**src/rtl/rfc_pkg.sv**
```systemverilog
package rfc_pkg;

    typedef enum logic [1:0] {
        ST_IDLE  = 2'd0,
        ST_ARMED = 2'd1,
        ST_RUN_M = 2'd2
    } cap_state_e;

    localparam logic [2:0] A_CONFIG = 3'd0;
    localparam logic [2:0] A_CMD    = 3'd1;
    localparam logic [2:0] A_MCOUNT = 3'd2;
    localparam logic [2:0] A_TIME   = 3'd3;
    localparam logic [2:0] A_CYCLES = 3'd4;

    localparam int CFG_MODE_BIT = 0;
    localparam int CFG_PRE_LSB  = 8;

    localparam int CMD_ARM      = 0;
    localparam int CMD_CLR_DONE = 1;
    localparam int CMD_CLR_OVF  = 2;

    localparam int ST_BIT_ARMED = 0;
    localparam int ST_BIT_DONE  = 1;
    localparam int ST_BIT_OVF   = 2;

endpackage

```
**src/rtl/rfc_sync_edge.sv**
```systemverilog
module rfc_sync_edge #(
    parameter int STAGES = 2
) (
    input  logic clk,
    input  logic rst_n,
    input  logic async_in,
    output logic rise
);
    localparam int CHAIN_W = STAGES + 1;

    logic [CHAIN_W-1:0] chain_q;

    always_ff @(posedge clk) begin
        if (!rst_n) begin
            chain_q <= '0;
        end else begin
            chain_q <= {chain_q[CHAIN_W-2:0], async_in};
        end
    end

    // chain_q[STAGES-1] is the synchronized level; chain_q[STAGES] is its delayed copy
    assign rise = chain_q[STAGES-1] & ~chain_q[STAGES];

endmodule

```
**src/rtl/rfc_timebase.sv**
```systemverilog
module rfc_timebase #(
    parameter int CNT_W = 32,
    parameter int PRE_W = 8
) (
    input  logic             clk,
    input  logic             rst_n,
    input  logic [PRE_W-1:0] presc,
    output logic [CNT_W-1:0] time_cnt
);
    logic [PRE_W-1:0] pre_q;
    logic [PRE_W-1:0] n_eff;
    logic             tick;

    assign n_eff = (presc == '0) ? PRE_W'(1) : presc;
    assign tick  = (pre_q >= n_eff - PRE_W'(1));

    always_ff @(posedge clk) begin
        if (!rst_n) begin
            pre_q    <= '0;
            time_cnt <= '0;
        end else begin
            pre_q <= tick ? '0 : pre_q + PRE_W'(1);
            if (tick) begin
                time_cnt <= time_cnt + CNT_W'(1);
            end
        end
    end

endmodule

```
**src/rtl/rfc_event_counter.sv**
```systemverilog
module rfc_event_counter #(
    parameter int CNT_W = 32
) (
    input  logic             clk,
    input  logic             rst_n,
    input  logic             inc,
    output logic [CNT_W-1:0] count
);
    always_ff @(posedge clk) begin
        if (!rst_n) begin
            count <= '0;
        end else if (inc) begin
            count <= count + CNT_W'(1);
        end
    end

endmodule

```
**src/rtl/rfc_capture_fsm.sv**
```systemverilog
module rfc_capture_fsm
    import rfc_pkg::*;
#(
    parameter int M_W = 16
) (
    input  logic           clk,
    input  logic           rst_n,
    input  logic           mode_m,
    input  logic           arm_req,
    input  logic           rise,
    input  logic [M_W-1:0] m_val,
    output logic           capture,
    output logic           armed
);
    cap_state_e     state_q, state_d;
    logic [M_W-1:0] left_q;
    logic [M_W-1:0] m_eff;
    logic           last_edge;

    assign m_eff     = (m_val == '0) ? M_W'(1) : m_val;
    assign last_edge = (left_q <= M_W'(1));

    // next-state logic
    always_comb begin
        state_d = state_q;
        unique case (state_q)
            ST_IDLE: begin
                if (mode_m)       state_d = ST_RUN_M;
                else if (arm_req) state_d = ST_ARMED;
            end
            ST_ARMED: begin
                if (mode_m)    state_d = ST_RUN_M;
                else if (rise) state_d = ST_IDLE;
            end
            ST_RUN_M: begin
                if (!mode_m) state_d = ST_IDLE;
            end
            default: state_d = ST_IDLE;
        endcase
    end

    // state register and edge countdown
    always_ff @(posedge clk) begin
        if (!rst_n) begin
            state_q <= ST_IDLE;
            left_q  <= '0;
        end else begin
            state_q <= state_d;
            if (state_q != ST_RUN_M) begin
                left_q <= m_eff;
            end else if (rise) begin
                left_q <= last_edge ? m_eff : left_q - M_W'(1);
            end
        end
    end

    // outputs
    always_comb begin
        capture = 1'b0;
        armed   = 1'b0;
        unique case (state_q)
            ST_IDLE:  ;
            ST_ARMED: begin
                armed   = 1'b1;
                capture = rise && !mode_m;
            end
            ST_RUN_M: capture = rise && mode_m && last_edge;
            default:  ;
        endcase
    end

endmodule

```
**src/rtl/recip_freq_counter.sv**
```systemverilog
module recip_freq_counter
    import rfc_pkg::*;
#(
    parameter int CNT_W       = 32,
    parameter int PRE_W       = 8,
    parameter int M_W         = 16,
    parameter int SYNC_STAGES = 2,
    parameter int ADDR_W      = 3
) (
    input  logic              clk,
    input  logic              rst_n,
    input  logic              sig_in,
    input  logic              reg_wr,
    input  logic              reg_rd,
    input  logic [ADDR_W-1:0] reg_addr,
    input  logic [CNT_W-1:0]  reg_wdata,
    output logic [CNT_W-1:0]  reg_rdata,
    output logic              done_o,
    output logic              ovf_o
);
    logic             cfg_mode;
    logic [PRE_W-1:0] cfg_presc;
    logic [M_W-1:0]   m_reg;
    logic [CNT_W-1:0] cap_time_q, cap_cyc_q;
    logic [CNT_W-1:0] time_cnt, cyc_cnt;
    logic             done_q, ovf_q, unread_q;
    logic             edge_rise, cap_fire, armed;
    logic             wr_cfg, wr_cmd, wr_m, rd_cyc;
    logic             arm_req, clr_done, clr_ovf;
    logic             unused_wdata;

    assign wr_cfg   = reg_wr && (reg_addr == ADDR_W'(A_CONFIG));
    assign wr_cmd   = reg_wr && (reg_addr == ADDR_W'(A_CMD));
    assign wr_m     = reg_wr && (reg_addr == ADDR_W'(A_MCOUNT));
    assign rd_cyc   = reg_rd && (reg_addr == ADDR_W'(A_CYCLES));
    assign arm_req  = wr_cmd && reg_wdata[CMD_ARM];
    assign clr_done = wr_cmd && reg_wdata[CMD_CLR_DONE];
    assign clr_ovf  = wr_cmd && reg_wdata[CMD_CLR_OVF];
    assign unused_wdata = ^reg_wdata;

    rfc_sync_edge #(.STAGES(SYNC_STAGES)) u_sync (
        .clk(clk), .rst_n(rst_n), .async_in(sig_in), .rise(edge_rise)
    );

    rfc_timebase #(.CNT_W(CNT_W), .PRE_W(PRE_W)) u_time (
        .clk(clk), .rst_n(rst_n), .presc(cfg_presc), .time_cnt(time_cnt)
    );

    rfc_event_counter #(.CNT_W(CNT_W)) u_cycles (
        .clk(clk), .rst_n(rst_n), .inc(edge_rise), .count(cyc_cnt)
    );

    rfc_capture_fsm #(.M_W(M_W)) u_fsm (
        .clk(clk), .rst_n(rst_n), .mode_m(cfg_mode), .arm_req(arm_req),
        .rise(edge_rise), .m_val(m_reg), .capture(cap_fire), .armed(armed)
    );

    // configuration registers
    always_ff @(posedge clk) begin
        if (!rst_n) begin
            cfg_mode  <= 1'b0;
            cfg_presc <= '0;
            m_reg     <= '0;
        end else begin
            if (wr_cfg) begin
                cfg_mode  <= reg_wdata[CFG_MODE_BIT];
                cfg_presc <= reg_wdata[CFG_PRE_LSB +: PRE_W];
            end
            if (wr_m) begin
                m_reg <= reg_wdata[M_W-1:0];
            end
        end
    end

    // holding pair and status
    always_ff @(posedge clk) begin
        if (!rst_n) begin
            cap_time_q <= '0;
            cap_cyc_q  <= '0;
            done_q     <= 1'b0;
            ovf_q      <= 1'b0;
            unread_q   <= 1'b0;
        end else begin
            if (cap_fire) begin
                cap_time_q <= time_cnt;
                cap_cyc_q  <= cyc_cnt;
            end
            if (cap_fire)      done_q <= 1'b1;
            else if (clr_done) done_q <= 1'b0;
            if (cap_fire && unread_q) ovf_q <= 1'b1;
            else if (clr_ovf)         ovf_q <= 1'b0;
            if (cap_fire)    unread_q <= 1'b1;
            else if (rd_cyc) unread_q <= 1'b0;
        end
    end

    always_comb begin
        reg_rdata = '0;
        unique case (reg_addr)
            ADDR_W'(A_CONFIG): begin
                reg_rdata[CFG_MODE_BIT]          = cfg_mode;
                reg_rdata[CFG_PRE_LSB +: PRE_W]  = cfg_presc;
            end
            ADDR_W'(A_CMD): begin
                reg_rdata[ST_BIT_ARMED] = armed;
                reg_rdata[ST_BIT_DONE]  = done_q;
                reg_rdata[ST_BIT_OVF]   = ovf_q;
            end
            ADDR_W'(A_MCOUNT): reg_rdata[M_W-1:0] = m_reg;
            ADDR_W'(A_TIME):   reg_rdata = cap_time_q;
            ADDR_W'(A_CYCLES): reg_rdata = cap_cyc_q;
            default:           reg_rdata = '0;
        endcase
    end

    assign done_o = done_q;
    assign ovf_o  = ovf_q;

endmodule

```
**config.mk**
```make
export PLATFORM = sky130hd
export DESIGN_NAME = recip_freq_counter
export DESIGN_NICKNAME = d
export VERILOG_FILES = /design/src/rtl/rfc_pkg.sv /design/src/rtl/rfc_sync_edge.sv /design/src/rtl/rfc_timebase.sv /design/src/rtl/rfc_event_counter.sv /design/src/rtl/rfc_capture_fsm.sv /design/src/rtl/recip_freq_counter.sv
export SDC_FILE = /design/constraint.sdc
export NUM_CORES = 1
export LEC_CHECK = 0
export ABC_AREA = 1
export BUFFER_PORTS_ARGS = -buffer_cell sky130_fd_sc_hd__buf_2
export CORE_MARGIN = 2
export CORE_UTILIZATION = 25
export CTS_BUF_LIST = sky130_fd_sc_hd__clkbuf_2 sky130_fd_sc_hd__clkbuf_4 sky130_fd_sc_hd__clkbuf_8
export DETAILED_ROUTE_END_ITERATION = 16
export PLACE_DENSITY_LB_ADDON = 0.08
export SLEW_MARGIN = 20
export SYNTH_ARGS = -nofsm -noshare
export SYNTH_HDL_FRONTEND = slang
export SYNTH_SLANG_ARGS = --single-unit
```
**constraint.sdc**
```tcl
create_clock -name clk -period 5.3 [get_ports clk]
set_input_delay 0.265 -clock clk [delete_from_list [all_inputs] [get_ports clk]]
set_output_delay 0.265 -clock clk [all_outputs]
set_load 0.02 [all_outputs]
```
# --- Word-level counts from Yosys, hierarchy flattened ---
# Index checks and enable logic that the tools add are counted.
word_totals:
  regBits: 185
  input_bits: 40
  elab_cells: 80
  out_inout_bits: 34
op_classes:
  eq_ne: 10
  bitwise_logic: 3
  n_mux: 24
  n_addsub: 5
  order_cmp: 2
  reduce_logical: 22
op_table:
  columns: ["op", "n"]
  rows:
  - ["32-bit by 1-bit adder with 32-bit output (second input constant)", 2]
  - ["16-bit two-way mux", 4]
  - ["16-bit one-hot mux with 2 select lines", 1]
  - ["8-bit one-hot mux with 4 select lines", 1]
  - ["16-bit by 1-bit less-or-equal comparator with 1-bit output (second input constant)", 1]
  - ["16-bit logical NOT", 1]
  - ["16-bit by 1-bit subtractor with 16-bit output (second input constant)", 1]
  - ["5-bit one-hot mux with 3 select lines", 1]
  - ["1-bit logical AND", 11]
  - ["2-bit two-way mux", 5]
  - ["8-bit by 1-bit adder with 8-bit output (second input constant)", 1]
  - ["8-bit >= comparator", 1]
  - ["8-bit logical NOT", 1]
  - ["8-bit two-way mux", 1]
  - ["2-bit one-hot mux with 4 select lines", 1]
  - ["2-bit nonzero test", 4]
  - ["8-bit by 1-bit subtractor with 8-bit output (second input constant)", 1]
  - ["1-bit two-way mux", 7]
  - ["3-bit by 2-bit == test with 1-bit output (second input constant)", 2]
  - ["2-bit one-hot mux with 3 select lines", 1]
  - ["1-bit one-hot mux with 5 select lines", 1]
  - ["2-bit inequality test (second input constant)", 2]
  - ["3-bit by 1-bit == test with 1-bit output (second input constant)", 1]
  - ["3-bit == test (second input constant)", 1]
  - ["12 further kinds", 13]

# --- Logic depth before layout (Yosys ltp) ---
# Gate-level depths: netlist of run 1.
depth:
  ltp_word: 7
  depth_mapped: 18
  depth_no_buf: 17

# --- Hierarchy ---
# Synthesis of run 1 repeated with hierarchy kept, for this count alone.
hier_totals:
  hier_cells: 1584
  hier_area_um2: 10107.2
modules_own_cells:
  columns: ["module", "area_per_inst_um2", "seq_area_each_um2", "cells_per_inst", "n_inst"]
  rows:
  - ["recip_freq_counter", 4057.6, 1841.8, 617, 1]
  - ["rfc_timebase", 2718.9, 800.8, 442, 1]
  - ["rfc_event_counter", 1750.4, 640.6, 260, 1]
  - ["rfc_capture_fsm", 1487.7, 360.3, 254, 1]
  - ["rfc_sync_edge", 92.6, 60.1, 11, 1]

# --- Least setup slack after synthesis of run 1 ---
# No wires, ideal clock.
synth_path:
  path_type: "reg-to-reg"
  from: "register cfg_presc[2]"
  to: "register u_time.time_cnt[10]"
  n_path_buf: 1
  required_ps: 5185
  t_arrival_ps: 2543
  setup_slack_ps: 2642
  path_stages_with_launch: 18
  setup_time_ps: 115
  synth_period_minus_slack_ps: 2658
  path_cell_list: "dfxtp_1 nor2_1 nand3_1 o21ai_0 inv_1 ha_1 nand3_1 nor3_1 xor2_1 ha_1 nand2_1 nor2_1 nand4_1 nand3_1 clkbuf_1 nand3_1 nand2_1 nor2_1"
synth_via:
  elab_chain_cells: 4
synth_lines:
  columns: ["item", "line_no", "text"]
  rows:
  - ["start: declaration", "recip_freq_counter.sv:22", "logic [PRE_W-1:0] cfg_presc;"]
  - ["start signal: assignment", "recip_freq_counter.sv:67", "cfg_presc <= reg_wdata[CFG_PRE_LSB +: PRE_W];"]
  - ["8-bit logical NOT", "rfc_timebase.sv:14", "assign n_eff = (presc == '0) ? PRE_W'(1) : presc;"]
  - ["8-bit two-way mux *", "rfc_timebase.sv:14", null]
  - ["8-bit by 1-bit subtractor with 8-bit output *", "rfc_timebase.sv:15", "assign tick = (pre_q >= n_eff - PRE_W'(1));"]
  - ["8-bit >= comparator *", "rfc_timebase.sv:15", null]
  - ["end signal: assignment", "rfc_timebase.sv:24", "time_cnt <= time_cnt + CNT_W'(1);"]
  - ["end: declaration", "rfc_timebase.sv:8", "output logic [CNT_W-1:0] time_cnt"]
# Every way passes the cells marked *; elsewhere a longest branch is shown, timed or not.
# A chain may end at the register's enable or synchronous reset.

# --- Worst setup path after layout of run 1 ---
layout_path:
  from: "register cfg_presc[2]"
  to: "register u_time.time_cnt[7]"
# The elaborated chain is that of the path after synthesis.

==> results of run 1 <==
==> routing by layer <==
| metal | share of wire | GRT usage | vias up |
|---|---|---|---|
| met2 | 0.43 | 0.2473 | 131 |
| met4 | 0.0058 | 0.02883 | 0 |
| li1 | - | - | 5265 |
| met5 | 0 | 0 | - |
| met1 | 0.53 | 0.2395 | 4693 |
| met3 | 0.036 | 0.02964 | 6 |
==> path summary, 6_finish.rpt <==
check / start / to / slack, ns / cells past startpoint
max: cfg_presc[2] / u_time.time_cnt[7] / 1.59 / 16
min: reg_wdata[7] / m_reg[7] / 0.06 / 3
max reg2reg: cfg_presc[2] / u_time.time_cnt[7] / 1.59 / 16
min reg2reg: u_sync.chain_q[0] / u_sync.chain_q[1] / 0.42 / 2
==> final cells by class <==
type,count,area [um2]
clock buffers,23,304.0
flip-flops and latches,185,3704
fillers,4633,29290
inverters,144,540.5
clock inverters,9,66.31
multi-input cells,1205,5658
repair buffers,71,422.9
well taps,532,665.6
==> repair_timing <==
action / 4_1_cts / 5_1_grt
endpoints found under the setup margin: 0 / 0
hold buffers: 2 / 0
hold endpoints to repair: 2 / 0
==> power by group through the flow <==
stage	Sequential (W)	Combinational, W	Clock, W
2_1_floorplan	0.00158	0.000956	0
3_3_place_gp	0.00161	0.00118	0
3_5_place_dp	0.00161	0.00119	0
4_1_cts	0.00158	0.00120	0.00101
5_1_grt	0.00159	0.00136	0.00106
6_report	0.00158	0.00118	0.000951
==> per-stage QoR <==
| step | setup slack (ns) | utilization |
|---|---|---|
| 2_1_floorplan | 2.642 | - |
| 3_3_place_gp | 1.376 | 0.2697 |
| 3_5_place_dp | 1.347 | 0.2697 |
| 4_1_cts | 1.328 | 0.2793 |
| 5_1_grt | 1.116 | 0.2795 |
| 6_report | 1.592 | 0.2795 |
==> worst max-delay path, cell delays in order (launching register included) <==
cell	delay [ns]
dfxtp_1	0.34
nor2_1	0.16
nand3_1	0.12
o21ai_0	0.17
inv_1	0.12
ha_1	0.22
nand3_1	0.13
nor3_1	0.07
xor2_1	0.14
ha_1	0.28
nand2_1	0.06
nor2_1	0.16
nand4_1	0.57
nand3_4	0.75
nand3_1	0.14
nand2_1	0.09
nor2_1	0.04
==> cell families after synthesis <==
family | after synthesis
buf+inv | 224
simple gates | 931
fa+ha+maj | 17
compound gates | 238
flops | 185
xor+xnor | 19
==> cells in the final DEF, fill, tap and decap left out, types with 3 or more instances in the layout <==
master / synthesis / layout
clkinv_4: 0 / 4
inv_1: 143 / 143
nand4_1: 27 / 27
clkinv_2: 0 / 3
nor2_1: 258 / 256
xnor2_1: 7 / 7
buf_4: 1 / 11
clkbuf_8: 0 / 21
o211ai_1: 4 / 4
nor2_2: 4 / 5
nand3b_1: 33 / 33
nand3_1: 176 / 175
o21ai_0: 59 / 59
xor2_1: 12 / 12
nand2_1: 411 / 411
a21oi_1: 154 / 154
buf_2: 24 / 56
ha_1: 17 / 17
o2111ai_1: 10 / 10
nor3_1: 11 / 11
dfxtp_1: 185 / 185
==> reports/metrics.cfg, run 1 <==
[status]
status = complete, no violations

[finish]
final_cells = 2169
syn2layout_area_growth_pct = 10.87
drive_gt1_frac = 0.07147
final_area_um2 = 11360
antenna_cells = 0
nets = 1681

[sta]
fin_crit_sh = 0.6995
worstMarginPinSlew_ns = 0.9761
fin_crit_ns = 3.708
drv_slew = 0
hold_slack_ns = 0.05553
hold_viol_final = 0
setup-violations-final = 0
slew_headroom = 0.3493
rsz0062_at_grt = false
clock_skew_ns = 0.01963
fmax_ghz = 0.2697
setup_tns_ns = 0

[worst_setup_path]
start_kind = register
worst-path-max-fanout = 53
critPathArrivalTime_ns = 4.08
crit_type = register to register
critPathCaptureType = register
cp.required_ns = 5.67

[placement]
io_buffers = 57
dp.cells = 2135
gp_congestion = 0.7925
place_hpwl_um = 24320
placed_cell_area_um2 = 10960

[clock_network]
cts-buffers-inserted = 17
cts_max_path_buffers = 2
cts_sinks = 185
worst_skew_pair.late_latency_ns = 0.50
cts_tree = built
path_clk_slew_ns = 0.10
htree_levels = 4
post_cts_buffers = 0
clockRootBuffer = clkbuf_8
ctsResizeCount = 0

[synth]
async_flop_share = 0
ys_ff_latch = 185
synth_xor_area_frac = 0.01624
synth-simple-area-share = 0.3877
yosysUniqueCellTypes = 39
synth_compound_area_frac = 0.1245
yosys.area.top_type = dfxtp_1
yosys_warnings = 0
synthTopCellsByArea = dfxtp_1 36%, nand2_1 15%, nor2_1 9.5%, nand3_1 8.6%, a21oi_1 7.5%
synth_common_cells = 411 x nand2_1, 258 x nor2_1, 185 x dfxtp_1
synth_top_family_by_area = simple AND/OR/NAND/NOR gates
synth_top_area_frac = 0.3614
synth-edff-count = 0
synth_most_common_cell = nand2_1
avgSynthCellArea_um2 = 6.349
synthAdderAreaFrac = 0.02076
synth_ff_type = dfxtp_1
synth_nets = 1671
synth_cells = 1614
syn_area_um2 = 10250
synth_seq_area_share = 0.3614
synth_mux_area_frac = 0

[run]
maxCapViolCount = 0

[drt]
drt_pass1_iterations = 6
drtIter0Drc = 622
vias = 10100
viasPerCell = 4.654
totalWireLength_um = 33490
ant_nets = 0
wl_per_cell_um = 15.44
drc = 0

[power]
p_clk_frac = 0.257
p_sw_w = 0.001468
ir_drop_v = 0.0001435
fin_total_pwr_w = 0.003705
pwr_density_cell_nw_per_um2 = 326.1
p_seq_frac = 0.425
p_sw_frac = 0.3963
power_frac_comb = 0.318
intPower_w = 0.002236
leakage_nw = 4.404

[global_route]
antenna_found_initial = 0
grt_max_degree = 79
grt_pass1_vias = 9598
grt_overflow = 0
grt_first_pass_wirelength_um = 53970
grt_use_total = 0.1627

[die]
ios = 74
core_region_area_um2 = 40650
die_w_um = 206.5
rows = 74
die_y_um = 206.5
start_util = 0.2521
dieArea_um2 = 42630

[min_path]
hp-class = primary input to register

No activity file was read; power rests on OpenSTA's default activity.
==> run 2, diff against run 1 <==
--- a/config.mk
+++ b/config.mk
@@ -5,7 +5,7 @@
 export SDC_FILE = /design/constraint.sdc
 export NUM_CORES = 1
 export LEC_CHECK = 0
-export ABC_AREA = 1
+export ABC_AREA = 0
 export BUFFER_PORTS_ARGS = -buffer_cell sky130_fd_sc_hd__buf_2
 export CORE_MARGIN = 2
 export CORE_UTILIZATION = 25
==> constraint.sdc (replaced) <==
create_clock -name clk -period 3.65 [get_ports clk]
set_input_delay 0.1825 -clock clk [delete_from_list [all_inputs] [get_ports clk]]
set_output_delay 0.1825 -clock clk [all_outputs]
set_load 0.02 [all_outputs]
==> reports/metrics.cfg, run 2 <==
[placement]
place_hpwl_um = 19200  ; -21%
dp.cells = 1572  ; -26%
gp_congestion = 0.7615  ; -3.9%
placed_cell_area_um2 = 9583  ; -13%
io_buffers = 57  ; unchanged

[worst_setup_path]
start_kind = register
crit_type = register to register
reg2reg_from = cfg_presc[3]
critPathCaptureType = register
path_cells = nor3_1 > a31oi_1 > ha_1 > nand2_1 > nor3_1 > xnor2_1 > ha_1 > o211ai_1 > nand2_1 > nand3_1 > or4_1 > a21oi_1
r2r_slack_ns = 0.44  ; -1.15 ns
reg2reg_to = u_time.time_cnt[25]
cp.required_ns = 4.07  ; -1.60 ns
worst-path-max-fanout = 11  ; -79%
cp_slowest_cell = or4_1
max_stage_delay_ns = 0.54  ; -0.21 ns
critPathArrivalTime_ns = 3.62  ; -0.46 ns
cp-startpoint = cfg_presc[3]
endpoint = u_time.time_cnt[25]
reg2reg_depth = 12  ; -4

[drt]
viasPerCell = 4.829  ; +3.8%
totalWireLength_um = 27790  ; -17%
drc = 0  ; unchanged
ant_nets = 0  ; unchanged
drtIter0Drc = 474  ; -24%
wl_per_cell_um = 17.15  ; +11%
drt_pass1_iterations = 5  ; -1
vias = 7828  ; -22%

[synth]
synth_ff_type = dfxtp_1
synth-edff-count = 0  ; unchanged
synth_top_area_frac = 0.4183  ; +0.05690
synth_common_cells = 254 x nand2_1, 185 x dfxtp_1, 137 x a21oi_1
yosys_warnings = 0  ; unchanged
synth_nets = 1170  ; -30%
synth_most_common_cell = nand2_1
synth_cells = 1113  ; -31%
synth_seq_area_share = 0.4183  ; +0.05690
yosysUniqueCellTypes = 63  ; +62%
async_flop_share = 0  ; unchanged
avgSynthCellArea_um2 = 7.955  ; +25%
yosys.area.top_type = dfxtp_1
ys_ff_latch = 185  ; unchanged
synthTopCellsByArea = dfxtp_1 42%, nand2_1 11%, a21oi_1 7.7%, mux2i_1 3.2%, nor2_1 2.8%
syn_area_um2 = 8853  ; -14%

[global_route]
grt_first_pass_wirelength_um = 44430  ; -18%
grt_pass1_vias = 7608  ; -21%
antenna_found_initial = 1  ; +1
grt_max_degree = 73  ; -7.6%
grt_use_total = 0.1561  ; -0.006547
grt_overflow = 0  ; unchanged

[clock_network]
clockRootBuffer = clkbuf_8
cts-buffers-inserted = 17  ; unchanged
htree_levels = 4  ; unchanged
cts_sinks = 185  ; unchanged
cts_max_path_buffers = 2  ; unchanged
worst_skew_pair.late_latency_ns = 0.49  ; about the same
path_clk_slew_ns = 0.11  ; about the same
cts_tree = built

[finish]
final_cells = 1621  ; -25%
final_util = 0.2946  ; +0.01504
multi_input_area_um2 = 4825  ; -15%
mostFrequentLayoutCells = 254 x nand2_1, 185 x dfxtp_1, 137 x a21oi_1, 66 x nor2_1, 57 x buf_2
drive_gt1_frac = 0.1081  ; +0.03659
final_area_um2 = 10220  ; -10%
fill_cells = 3778  ; -18%
final_common_cell = nand2_1
syn2layout_area_growth_pct = 15.49
register_area_um2 = 3704  ; unchanged
antenna_cells = 0  ; unchanged
nets = 1210  ; -28%

[die]
ios = 74  ; unchanged
start_util = 0.2550  ; +0.002938
core_region_area_um2 = 34710  ; -15%
die_w_um = 192.2  ; -6.9%
dieArea_um2 = 36940  ; -13%
rows = 68  ; -8.1%
die_y_um = 192.2  ; -6.9%

[sta]
hold_viol_final = 0  ; unchanged
slew_headroom = 0.3257  ; -0.02359
fin_crit_sh = 0.8787  ; +0.1791
worstMarginPinSlew_ns = 1.005  ; +0.02865 ns
clock_skew_ns = 0.01711  ; -0.002527 ns
fmax_ghz = 0.3118  ; +16%
fin_crit_ns = 3.207  ; -0.5004 ns
rsz0062_at_grt = false
setup-violations-final = 0  ; unchanged
drv_slew = 0  ; unchanged
setup_tns_ns = 0  ; unchanged

[power]
fin_total_pwr_w = 0.004263  ; +15%
leakage_nw = 3.479  ; -21%
ir_drop_v = 0.0002426  ; +69%
pwr_density_cell_nw_per_um2 = 416.9  ; +28%

[run]
maxCapViolCount = 0  ; unchanged

[min_path]
hold_start = reg_rd
hp-class = primary input to register

[status]
status = complete, no violations

==> run 2: changes by cell type after synthesis, sizes merged, moves of 17 or more <==
cell | previous run | this run
inv | 143 | 16
mux2i | 0 | 28
nand2 | 413 | 254
buf | 39 | 21
o31ai | 1 | 24
o21ai | 59 | 31
nor2 | 263 | 66
nand2b | 0 | 17
nand3b | 33 | 2
a21oi | 155 | 137
or4 | 0 | 26
nand3 | 177 | 31
==> run 2: layer usage <==
metal | track usage | vias up | wire length, um
met1 | 0.2174 | 3730 | 14150
met5 | 0 | - | 0
met2 | 0.2465 | 53 | 12730
met3 | 0.02467 | 26 | 482
li1 | - | 4019 | -
met4 | 0.04815 | 0 | 432
==> run 2: metrics by stage <==
step / hold slack, ns / worst slack [ns]
6_report: 0.06920 / 0.4429
5_1_grt: 0.06952 / 0.06918
4_1_cts: 0.04316 / 0.3432
3_5_place_dp: 0.4060 / 0.3535
3_3_place_gp: 0.3967 / 0.4323
2_1_floorplan: 0.3098 / 0.7775
==> run 2: repair_timing <==
action	4_1_cts	5_1_grt
resized for setup	0	0
hold endpoints to repair	27	0
buffers inserted	0	0
hold buffers	17	0
setup endpoints to repair	0	0
==> run 2: area by class of cell <==
| class | instances | share of cell area |
|---|---|---|
| multi-input combinational | 844 | 0.4719 |
| sequential | 185 | 0.3622 |
| timing repair buffer | 89 | 0.05800 |
| tap | 455 | 0.05568 |
| clock buffer | 20 | 0.02570 |
| clock inverter | 12 | 0.02044 |
| inverter | 16 | 0.006118 |
==> run 2: cell families after synthesis <==
family,Yosys count,share of synthesized area
and+or+nand+nor,503,0.2722
AOI/OAI and AO/OA,260,0.1782
DFF,185,0.4183
buffers and inverters,84,0.03943
xor gates and xnor gates,34,0.03364
muxes,30,0.03420
adders and majority gates,17,0.02402
==> run 2: worst max-delay path, delay by kind of cell, from the launching register on <==
family / cells / cell delay, ns
flops: 1 / 0.47
xor+xnor: 1 / 0.10
fa+ha+maj: 2 / 0.55
simple gates: 6 / 1.47
compound gates: 3 / 0.55
==> run 2: worst min-delay path by stage <==
stage	end	slack, ns	depth (start not counted)
after CTS	unread_q	0.04	4
after detailed placement	u_sync.chain_q[0]	0.41	2
final	unread_q	0.07	4
after global routing	unread_q	0.07	4
after floorplan	u_sync.chain_q[0]	0.31	1
after global placement	u_sync.chain_q[0]	0.40	2
==> run 2: power by group <==
| part | internal [W] | total, W | switching, W |
|---|---|---|---|
| Sequential | 0.00205 | 0.00209 | 0.0000404 |
| Combinational | 0.000170 | 0.000495 | 0.000325 |
| Clock | 0.000862 | 0.00168 | 0.000817 |
| Total | 0.00308 | 0.00426 | 0.00118 |
==> run 3, diff against run 2 <==
--- a/config.mk
+++ b/config.mk
@@ -7,10 +7,10 @@
 export LEC_CHECK = 0
 export ABC_AREA = 0
 export BUFFER_PORTS_ARGS = -buffer_cell sky130_fd_sc_hd__buf_2
-export CORE_MARGIN = 2
-export CORE_UTILIZATION = 25
+export CORE_UTILIZATION = 60
 export CTS_BUF_LIST = sky130_fd_sc_hd__clkbuf_2 sky130_fd_sc_hd__clkbuf_4 sky130_fd_sc_hd__clkbuf_8
 export DETAILED_ROUTE_END_ITERATION = 16
+export GPL_ROUTABILITY_DRIVEN = 0
 export PLACE_DENSITY_LB_ADDON = 0.08
 export SLEW_MARGIN = 20
 export SYNTH_ARGS = -nofsm -noshare
==> reports/metrics.cfg, run 3 (synthesis results as in run 2) <==
[run]
maxCapViolCount = 0  ; unchanged

[worst_setup_path]
critPathArrivalTime_ns = 3.61  ; about the same
reg2reg_depth = 12  ; unchanged
cp.required_ns = 4.05  ; -0.02 ns
start_kind = register
critPathCaptureType = register
crit_type = register to register
worst-path-max-fanout = 18  ; +7

[power]
leakage_nw = 3.451  ; -0.81%
pwr_density_cell_nw_per_um2 = 412.8  ; -0.99%
fin_total_pwr_w = 0.004049  ; -5.0%
ir_drop_v = 0.0004604  ; +90%
p_seq_frac = 0.515  ; +0.025
power_frac_comb = 0.119  ; +0.003
intPower_w = 0.002912  ; -5.5%
p_sw_frac = 0.2808  ; +0.003379
p_clk_frac = 0.365  ; -0.029
p_sw_w = 0.001137  ; -3.9%

[global_route]
grt_first_pass_wirelength_um = 34620  ; -22%
antenna_found_initial = 0  ; -1
grt_overflow = 0  ; unchanged
grt_use_total = 0.2946  ; +0.1385
grt_max_degree = 69  ; -5.5%
grt_pass1_vias = 6711  ; -12%

[placement]
place_hpwl_um = 14860  ; -23%
placed_cell_area_um2 = 9219  ; -3.8%
io_buffers = 57  ; unchanged

[sta]
slew_headroom = 0.3041  ; -0.02164
setup_tns_ns = 0  ; unchanged
worstMarginPinSlew_ns = 1.036  ; +0.03123 ns
drv_slew = 0  ; unchanged
clock_skew_ns = 0.01164  ; -0.005462 ns
fmax_ghz = 0.3121  ; about the same
fin_crit_ns = 3.204  ; -0.003120 ns
rsz0062_at_grt = false
setup-violations-final = 0  ; unchanged
hold_viol_final = 0  ; unchanged
fin_crit_sh = 0.8778  ; about the same

[drt]
vias = 8087  ; +3.3%
ant_nets = 0  ; unchanged
drtIter0Drc = 810  ; +71%
viasPerCell = 5.995  ; +24%
wl_per_cell_um = 16.35  ; -4.6%
totalWireLength_um = 22060  ; -21%
drc = 0  ; unchanged
drt_pass1_iterations = 5  ; unchanged

[finish]
antenna_cells = 0  ; unchanged
final_util = 0.6775  ; +0.3829
syn2layout_area_growth_pct = 10.80
drive_gt1_frac = 0.1064  ; -0.001624
mostFrequentLayoutCells = 254 x nand2_1, 185 x dfxtp_1, 137 x a21oi_1, 66 x nor2_1, 57 x buf_2
final_area_um2 = 9809  ; -4.1%
final_common_cell = nand2_1
nets = 1209  ; -0.083%

[die]
ios = 74  ; unchanged
die_w_um = 123.5  ; -36%
rows = 44  ; -35%
die_y_um = 123.5  ; -36%
start_util = 0.6115  ; +0.3564
dieArea_um2 = 15250  ; -59%
core_region_area_um2 = 14480  ; -58%

[clock_network]
cts_max_path_buffers = 2  ; unchanged
cts-buffers-inserted = 17  ; unchanged
post_cts_buffers = 0  ; unchanged
worst_skew_pair.late_latency_ns = 0.47  ; -0.02 ns
clockRootBuffer = clkbuf_8
path_clk_slew_ns = 0.10  ; about the same
htree_levels = 4  ; unchanged
cts_sinks = 185  ; unchanged
cts_tree = built

[min_path]
hp-class = primary input to register
min_path_cells = 4  ; unchanged

[status]
status = complete, no violations

run 3: cell count changes in the layout (fill, tap and decap cells not counted), sizes merged:
cell and change:
inv +3, clkinv +3, clkbuf -3, bufinv -2, buf -1, clkinvlp -1
run 3: metrics by stage:
stage	hold WS [ns]	std cells	setup WS (ns)
CTS	0.0008575	1349	0.4550
detailed placement	0.3976	1300	0.4989
floorplan	0.3098	1113	0.7775
global route	0.01657	1349	0.008517
finish	0.01758	1349	0.4460
global placement	0.3950	1300	0.5921
run 3: what timing repair did:
item	in CTS	in global routing
hold endpoints to repair	26	0
hold buffers	17	0
setup endpoints to repair	0	0
gates resized for setup	0	0
run 3: worst paths after layout:
kind | from | end | slack, ns
worst min register to register | u_sync.chain_q[0] | u_sync.chain_q[1] | 0.44
worst min-delay path | reg_rd | unread_q | 0.02
worst max register to register | cfg_presc[4] | u_time.time_cnt[31] | 0.45
worst max-delay path | cfg_presc[4] | u_time.time_cnt[31] | 0.45
run 3: final cells by class:
cell class / instances / area (um2)
inverter: 16 / 62.56
clock inverter: 15 / 186.4
multi-input combinational: 844 / 4820
fill: 1237 / 4669
sequential: 185 / 3704
clock buffer: 17 / 234.0
tap: 184 / 230.2
timing repair buffer: 88 / 573.1
run 3: routing by layer:
metal  wire [um]  track usage
met1       10370       0.4359
met2        9903       0.4277
met3        1299      0.04105
met4         486       0.1167
met5           0            0
run 3: critical path: stages, from the launching register on:
cell and delay, ns:
dfxtp_1 0.47, nor3_1 0.10, a31oi_1 0.30, ha_1 0.24
nand2_1 0.08, nor3_1 0.18, xnor2_1 0.10, ha_1 0.29
o211ai_1 0.10, nand2_1 0.17, nand2_1 0.34, or4_1 0.57
a21oi_1 0.17
run 3: power groups by stage:
stage | registers [W] | clock network (W) | logic [W]
after global routing | 0.00209 | 0.00159 | 0.000537
final | 0.00209 | 0.00148 | 0.000482
after CTS | 0.00209 | 0.00150 | 0.000477
after global placement | 0.00213 | 0 | 0.000458
after detailed placement | 0.00213 | 0 | 0.000459
after floorplan | 0.00212 | 0 | 0.000350
